**config.mk**
```make
export PLATFORM = sky130hd
export DESIGN_NAME = mf_phase_aligner
export DESIGN_NICKNAME = d
export VERILOG_FILES = /design/src/rtl/mfa_pkg.sv /design/src/rtl/mfa_sysref_capture.sv /design/src/rtl/mfa_mf_counter.sv /design/src/rtl/mfa_sync_release.sv /design/src/rtl/mf_phase_aligner.sv
export SDC_FILE = /design/constraint.sdc
export NUM_CORES = 1
export LEC_CHECK = 0
export CAP_MARGIN = 20
export CORE_AREA = 5 5 42 44
export CTS_CLUSTER_SIZE = 25
export DETAILED_ROUTE_END_ITERATION = 10
export DIE_AREA = 0 0 47 49
export SLEW_MARGIN = 0
export SYNTH_ARGS = -nofsm -noshare
export SYNTH_HDL_FRONTEND = slang
export SYNTH_SLANG_ARGS = --single-unit
```
**constraint.sdc**
```tcl
create_clock -name clk -period 1.2 [get_ports clk]
set_input_delay 0.24 -clock clk [delete_from_list [all_inputs] [get_ports clk]]
set_output_delay 0.24 -clock clk [all_outputs]
set_load 0.05 [all_outputs]
```
**src/rtl/mfa_pkg.sv**
```systemverilog
// Package: shared constants and types for the multiframe phase aligner.
// Assumes: nothing beyond IEEE 1800-2017.
package mfa_pkg;

    // Default multiframe length in link clocks.
    localparam int unsigned MFA_DEF_MF_LEN = 8;

    // Default edges from a sampled rising pulse to the forced zero.
    localparam int unsigned MFA_DEF_DELAY = 2;

    // States of the synchronisation-request release logic.
    typedef enum logic [1:0] {
        SYNC_HOLD  = 2'b00,   // request asserted, receiver not ready
        SYNC_ARMED = 2'b01,   // ready, waiting for lock and a boundary
        SYNC_RUN   = 2'b10    // request released
    } sync_state_t;

endpackage

```
**src/rtl/mfa_sysref_capture.sv**
```systemverilog
// mfa_sysref_capture: registers the alignment pulse, detects its rising edge
// and delays that event so the load strobe arrives ALIGN_DELAY edges after
// the pulse was sampled high (the last stage is the load itself).
// Assumes: sysref_in is synchronous to clk; ALIGN_DELAY >= 2.
module mfa_sysref_capture #(
    parameter int unsigned ALIGN_DELAY = mfa_pkg::MFA_DEF_DELAY
) (
    input  logic clk,
    input  logic rst_n,
    input  logic sysref_in,
    output logic load_o
);

    localparam int unsigned STAGES = ALIGN_DELAY - 1;

    logic sref_q;
    logic sref_q2;
    logic rise;
    logic [STAGES-1:0] pipe;

    // Capture the pulse and keep one older sample for edge detection.
    always_ff @(posedge clk) begin
        if (!rst_n) begin
            sref_q  <= 1'b0;
            sref_q2 <= 1'b0;
        end else begin
            sref_q  <= sysref_in;
            sref_q2 <= sref_q;
        end
    end

    // Rising edge of the registered pulse.
    always_comb begin
        rise = sref_q & ~sref_q2;
    end

    generate
        if (STAGES == 1) begin : g_single
            // Single delay stage feeding the counter load.
            always_ff @(posedge clk) begin
                if (!rst_n) pipe <= '0;
                else        pipe <= rise;
            end
        end else begin : g_multi
            // Shift chain for longer deterministic delays.
            always_ff @(posedge clk) begin
                if (!rst_n) pipe <= '0;
                else        pipe <= {pipe[STAGES-2:0], rise};
            end
        end
    endgenerate

    assign load_o = pipe[STAGES-1];

endmodule

```
**src/rtl/mfa_mf_counter.sv**
```systemverilog
// mfa_mf_counter: free-running modulo-MF_LEN counter with a synchronous load
// to zero, a registered boundary strobe, a lock flag and a phase-move flag.
// Assumes: load_i is a single-cycle strobe; MF_LEN >= 2.
module mfa_mf_counter #(
    parameter int unsigned MF_LEN = mfa_pkg::MFA_DEF_MF_LEN,
    localparam int unsigned CNT_W = (MF_LEN > 1) ? $clog2(MF_LEN) : 1
) (
    input  logic             clk,
    input  logic             rst_n,
    input  logic             load_i,
    output logic [CNT_W-1:0] cnt_o,
    output logic             next_zero_o,
    output logic             boundary_o,
    output logic             locked_o,
    output logic             shift_o
);

    localparam logic [CNT_W-1:0] LAST = CNT_W'(MF_LEN - 1);

    logic [CNT_W-1:0] cnt_q;
    logic [CNT_W-1:0] cnt_d;
    logic             at_last;

    // Next count: forced zero on load, otherwise increment with wrap.
    always_comb begin
        at_last = (cnt_q == LAST);
        if (load_i || at_last) cnt_d = '0;
        else                   cnt_d = cnt_q + 1'b1;
    end

    // Count, boundary strobe, lock and phase-move flags.
    always_ff @(posedge clk) begin
        if (!rst_n) begin
            cnt_q      <= '0;
            boundary_o <= 1'b0;
            locked_o   <= 1'b0;
            shift_o    <= 1'b0;
        end else begin
            cnt_q      <= cnt_d;
            boundary_o <= (cnt_d == '0);
            locked_o   <= locked_o | load_i;
            shift_o    <= load_i & locked_o & ~at_last;
        end
    end

    assign cnt_o       = cnt_q;
    assign next_zero_o = (cnt_d == '0);

endmodule

```
**src/rtl/mfa_sync_release.sv**
```systemverilog
// mfa_sync_release: drives the active-low synchronisation request. Released
// only at a boundary after lock while ready; re-asserted when ready drops.
// Assumes: next_zero_i marks the edge at which the count becomes zero.
module mfa_sync_release (
    input  logic clk,
    input  logic rst_n,
    input  logic link_ready,
    input  logic locked_i,
    input  logic next_zero_i,
    output logic sync_n_o
);

    import mfa_pkg::*;

    sync_state_t state_q;
    sync_state_t state_d;

    // Next-state selection for the release sequence.
    always_comb begin
        if (!link_ready)                   state_d = SYNC_HOLD;
        else if (state_q == SYNC_RUN)      state_d = SYNC_RUN;
        else if (locked_i && next_zero_i)  state_d = SYNC_RUN;
        else                               state_d = SYNC_ARMED;
    end

    // State register.
    always_ff @(posedge clk) begin
        if (!rst_n) state_q <= SYNC_HOLD;
        else        state_q <= state_d;
    end

    assign sync_n_o = (state_q == SYNC_RUN);

endmodule

```
**src/rtl/mf_phase_aligner.sv**
```systemverilog
// mf_phase_aligner: top level. Captures the alignment pulse, realigns the
// multiframe counter a fixed delay later and releases the synchronisation
// request on a boundary.
// Assumes: single clock domain, synchronous active-low reset.
module mf_phase_aligner #(
    parameter int unsigned MF_LEN      = mfa_pkg::MFA_DEF_MF_LEN,
    parameter int unsigned ALIGN_DELAY = mfa_pkg::MFA_DEF_DELAY,
    localparam int unsigned CNT_W = (MF_LEN > 1) ? $clog2(MF_LEN) : 1
) (
    input  logic             clk,
    input  logic             rst_n,
    input  logic             sysref_in,
    input  logic             link_ready,
    output logic [CNT_W-1:0] mf_count,
    output logic             mf_boundary,
    output logic             phase_locked,
    output logic             phase_shift,
    output logic             sync_n
);

    logic load;
    logic next_zero;

    mfa_sysref_capture #(.ALIGN_DELAY(ALIGN_DELAY)) u_capture (
        .clk       (clk),
        .rst_n     (rst_n),
        .sysref_in (sysref_in),
        .load_o    (load)
    );

    mfa_mf_counter #(.MF_LEN(MF_LEN)) u_counter (
        .clk         (clk),
        .rst_n       (rst_n),
        .load_i      (load),
        .cnt_o       (mf_count),
        .next_zero_o (next_zero),
        .boundary_o  (mf_boundary),
        .locked_o    (phase_locked),
        .shift_o     (phase_shift)
    );

    mfa_sync_release u_sync (
        .clk         (clk),
        .rst_n       (rst_n),
        .link_ready  (link_ready),
        .locked_i    (phase_locked),
        .next_zero_i (next_zero),
        .sync_n_o    (sync_n)
    );

endmodule

```
# After elaboration in Yosys (flattened, before gate mapping)
# Index checks and enable logic that the tools add are counted.
word_totals:
  register_bits: 11
  out_inout_bits: 7
  word_cells: 28
classes:
  add_sub_neg: 1
  n_eq_ne: 2
  muxes: 3
  n_bitwise: 8
  n_reduce_logical: 5
op_table:
  columns: ["op", "count"]
  rows:
  - ["2-to-1 mux 2 bit", 2]
  - ["NOT 1 bit", 4]
  - ["adder 3 x 1 -> 3 bit (second input constant)", 1]
  - ["bitwise AND 1 bit", 3]
  - ["== test 3 bit (second input constant)", 1]
  - ["logical NOT 3 bit", 1]
  - ["2-to-1 mux 3 bit", 1]
  - ["OR reduction 3 bit", 1]
  - ["== test 2 bit (second input constant)", 1]
  - ["AND reduction 2 bit", 1]
  - ["logical AND 1 bit", 1]
  - ["logical OR 1 bit", 1]
  - ["OR 1 bit", 1]

# Depth between registers and ports, before layout
logic_depth:
  depth_word: 7
  mapped_depth: 4
  depth_no_buf: 4

# Cells and area by module
# From an unflattened synthesis, not the netlist that was laid out.
unflattened:
  cells_unflattened: 31
  hier_area_um2: 384.1
by_module_without_submodules:
  columns: ["mod", "n_inst", "cells_each", "area_per_inst_um2"]
  rows:
  - ["mfa_mf_counter", 1, 17, 220.2]
  - ["mfa_sync_release", 1, 8, 82.6]
  - ["mfa_sysref_capture", 1, 6, 81.3]

# Worst setup path before layout
# No wires, ideal clock.
synth_path:
  path_kind: "register to register"
  start: "register u_counter.cnt_q[0], in the netlist u_counter.cnt_o[0]"
  end: "register u_counter.boundary_o"
  setup_ns: 0.070
  arrival_ns: 1.579
  required_time_ns: 1.130
  slack_ns: -0.449
  path_stages_with_launch: 5
  n_path_buf: 0
  period_less_slack_ns: 1.649
  path_cell_list: "dfxtp_1 > ha_1 > ha_1 > or3b_1 > a21boi_1"
synth_via:
  elab_chain_cells: 4
  elab_cells_between_ends: 5
  cone_classes: "add/sub (1); eq/ne (1); mux (1); reduce/logical (2)"
synth_rtl:
  columns: ["item", "line_no", "rtl"]
  rows:
  - ["start: declaration", "mfa_mf_counter.sv:20", "logic [CNT_W-1:0] cnt_q;"]
  - ["start signal: assignment", "mfa_mf_counter.sv:39", "cnt_q <= cnt_d;"]
  - ["branches (longest 2 deep; another with adder 3 x 1 -> 3 bit)", null, null]
  - ["2-to-1 mux 3 bit (*)", "mfa_mf_counter.sv:27", "if (load_i || at_last) cnt_d = '0;"]
  - ["logical NOT 3 bit (*)", "mfa_mf_counter.sv:40", "boundary_o <= (cnt_d == '0);"]
  - ["end signal: assignment", "mfa_mf_counter.sv:40", null]
  - ["end: declaration", "mfa_mf_counter.sv:13", "output logic boundary_o,"]
# Every way passes the cells marked *.
# A chain may end at the register's enable or synchronous reset.

# Final worst setup path
layout_path:
  start: "register u_counter.cnt_q[1], in the netlist u_counter.cnt_o[1]"
  end: "register u_counter.boundary_o"
# The elaborated chain is that of the path after synthesis.

==> results_dict.tcl <==
set metrics [dict create \
    first_global_vias 263 \
    ys_warn_count 0 \
    synth_top_cell_by_area "dfxtp_1" \
    synth_mux_area_share_pct 0 \
    maxSlewViolCount 0 \
    synth_enable_flop_cells 0 \
    synth_top_cells_by_area "dfxtp_1 60%, ha_1 6.8%, and4b_1 5.4%" \
    synth_most_common_cell "dfxtp_1" \
    hold_viol 0 \
    grt_pass1_wl_um 1130 \
    powerDensity_mw_per_mm2 1270 \
    wl_per_cell_um 10.1 \
    hp-class "flip-flop to flip-flop" \
    vdd_ir_drop_max_v 0.000712 \
    h-tree-depth 1 \
    synth.avg_cell_area_um2 11.9 \
    synth_top_area_share_pct 59.7 \
    tightestPinTransition_ns 0.241 \
    dpl.hpwl_um 503 \
    setup_ws_ns -0.0567 \
    rsz0062_at_grt "true" \
    min_period_ns 1.26 \
    busiest_layer "met1" \
    grt_usage_pct 7.07 \
    drv_cap 0 \
    post-cts-setup-buffers 0 \
    swShare_pct 25.5 \
    fin_worst_skew_ns 0.000477 \
    clockPowerShare_pct 29.7 \
    routabilityCongestion 0.717 \
    internal-power_w 0.000609 \
    synthCells 31 \
    initial_core_util_pct 26.3 \
    grt_max_degree 10 \
    layout-drive-gt1-share_pct 40.4 \
    setup_viol 2 \
    async_reset_ff_share_pct 0 \
    synth_cell_types 17 \
    ys_top_cells_by_count "11 x dfxtp_1, 2 x and2_1, 2 x and3_1, 2 x and4b_1, 2 x ha_1" \
    finalSetupTns_ns -0.0654 \
    cts_tree "built" \
    antennaDiodeCount 0 \
    fp-row-count 14 \
    required_ns 1.40 \
    cp-start-kind "flip-flop" \
    cp.arrival_ns 1.45 \
    path_max_fanout 3 \
    final_antenna_net_count 0 \
    reg2reg_slack_ns -0.06 \
    synth_compound_area_share_pct 7.12 \
    synthesis.area_um2 369 \
    ys.flop_type "dfxtp_1" \
    violations "setup timing" \
    drc 0 \
    gr-total-overflow 0 \
    crit_type "flip-flop to flip-flop" \
    period_share_pct 105 \
    syn_nets 37 \
    p_sw_w 0.000209 \
    die_w_um 47 \
    reg2regPathDepth 4 \
    ys_seq_area_share_pct 59.7 \
    yosys.area_share.simple_pct 25.4 \
    grt_antenna_before_repair 0 \
    use_met3_pct 2.58 \
    die_area_mm2 0.00230 \
    vias 278 \
    cts-root-buf "clkbuf_4" \
    clock_tree.buffer_depth 2 \
    syn_to_final_growth_pct 73.9 \
    ys_ff_latch 11 \
    status "finished, violations left" \
    min_path_cells 1 \
    clk_latency_ns 0.26 \
    slew_headroom_pct 83.7 \
    p_seq_share_pct 49.3 \
    clkSlewWorstSetupHoldPaths_ns 0.06 \
    comb_power_share_pct 20.9 \
    via_per_inst 4.41 \
    nNetsFinal 54 \
    clock.fmax_ghz 0.796 \
    met2_usage_pct 8.37 \
    met1_usage_pct 9.11 \
    wirelength_um 635 \
    io_buffers 10 \
    die_h_um 49 \
    drtIter0Drc 2 \
    first_pass_iters 2 \
    p_leak_nw 0.263 \
    crit_path_end_kind "flip-flop" \
    hold_buffers 0 \
    core_mm2 0.00140 \
    numCtsBuffers 3 \
    synth_xor_xnor_area_share_pct 0 \
    fin_util_pct 45.8 \
    cts.sinks 11 \
    ios 11 \
    synth_top_family_by_area "simple AND/OR/NAND/NOR gates" \
    synthAdderAreaFrac_pct 6.78 \
]
## cells in the final DEF (no fill, tap or decap), drive strengths merged
| cell | instances |
|---|---|
| a21boi | 1 |
| a31oi | 1 |
| and2 | 2 |
| and3 | 2 |
| and4b | 2 |
| buf | 9 |
| clkbuf | 4 |
| clkdlybuf4s50 | 3 |
| dfxtp | 11 |
| ha | 2 |
| inv | 1 |
| nand2 | 1 |
| nand2b | 1 |
| nand4bb | 1 |
| nor2 | 1 |
| nor2b | 1 |
| nor4b | 1 |
| o21a | 1 |
| o21ai | 1 |
| or3b | 1 |
## metrics by stage
stage               setup slack, ns  power, W  area (um^2)  cells  hold slack, ns
floorplan                   -0.0963  0.000491          403     31           0.358
global placement            -0.0545  0.000583          608     59           0.371
detailed placement          -0.0454  0.000584          608     59           0.380
CTS                         -0.0646  0.000832          634     63           0.390
global route                 -0.104  0.000857          642     63           0.419
finish                      -0.0567  0.000818          642     63           0.388
## per-layer routing
layer	routed length (um)	vias to the layer above
li1	-	142
met1	295	124
met2	269	8
met3	53	4
met4	17	0
met5	0	-
## area by class of cell
class                      count  area (um^2)
tap                           16         20.0
multi-input combinational     19          178
sequential                    11          229
inverter                       1         3.75
clock buffer                   4         26.3
timing repair buffer          12          185
fill                         142          759
## critical path, cell delays in order, from the launching register on
cell and delay [ns]:
dfxtp_4 0.35, ha_4 0.16, ha_4 0.21, or3b_1 0.35
a21boi_1 0.12
## power by group through the flow
| stage | Sequential, W | Clock, W | Combinational [W] |
|---|---|---|---|
| floorplan | 0.000454 | 0 | 0.0000370 |
| global placement | 0.000411 | 0 | 0.000171 |
| detailed placement | 0.000412 | 0 | 0.000172 |
| CTS | 0.000403 | 0.000257 | 0.000172 |
| global route | 0.000406 | 0.000268 | 0.000183 |
| finish | 0.000403 | 0.000243 | 0.000171 |
## registers in the layout, indices dropped and copies added (netlist names)
| register | count |
|---|---|
| u_capture.load_o | 1 |
| u_capture.sref_q | 1 |
| u_capture.sref_q2 | 1 |
| u_counter.boundary_o | 1 |
| u_counter.cnt_o | 3 |
| u_counter.locked_o | 1 |
| u_counter.shift_o | 1 |
| u_sync.state_q | 2 |
## repair_timing
action / CTS / global route
resized for setup: 1 / 1
pin swaps: 2 / 1
setup endpoints to repair: 3 / 4
## worst paths after layout
path                                                         to                     startpoint
worst min register to register      u_capture.load_o$_SDFF_PN0_   u_capture.sref_q2$_SDFF_PN0_
worst min-delay path                u_capture.load_o$_SDFF_PN0_   u_capture.sref_q2$_SDFF_PN0_
worst max register to register  u_counter.boundary_o$_SDFF_PN0_  u_counter.cnt_o[1]$_SDFF_PN0_
worst max-delay path            u_counter.boundary_o$_SDFF_PN0_  u_counter.cnt_o[1]$_SDFF_PN0_
## cells by family after synthesis
logic type      count (synthesis)
fa+ha+maj                       2
simple gates                   13
compound gates                  4
flops                          11
buf+inv                         1
Power figures use the tool's default switching activity.
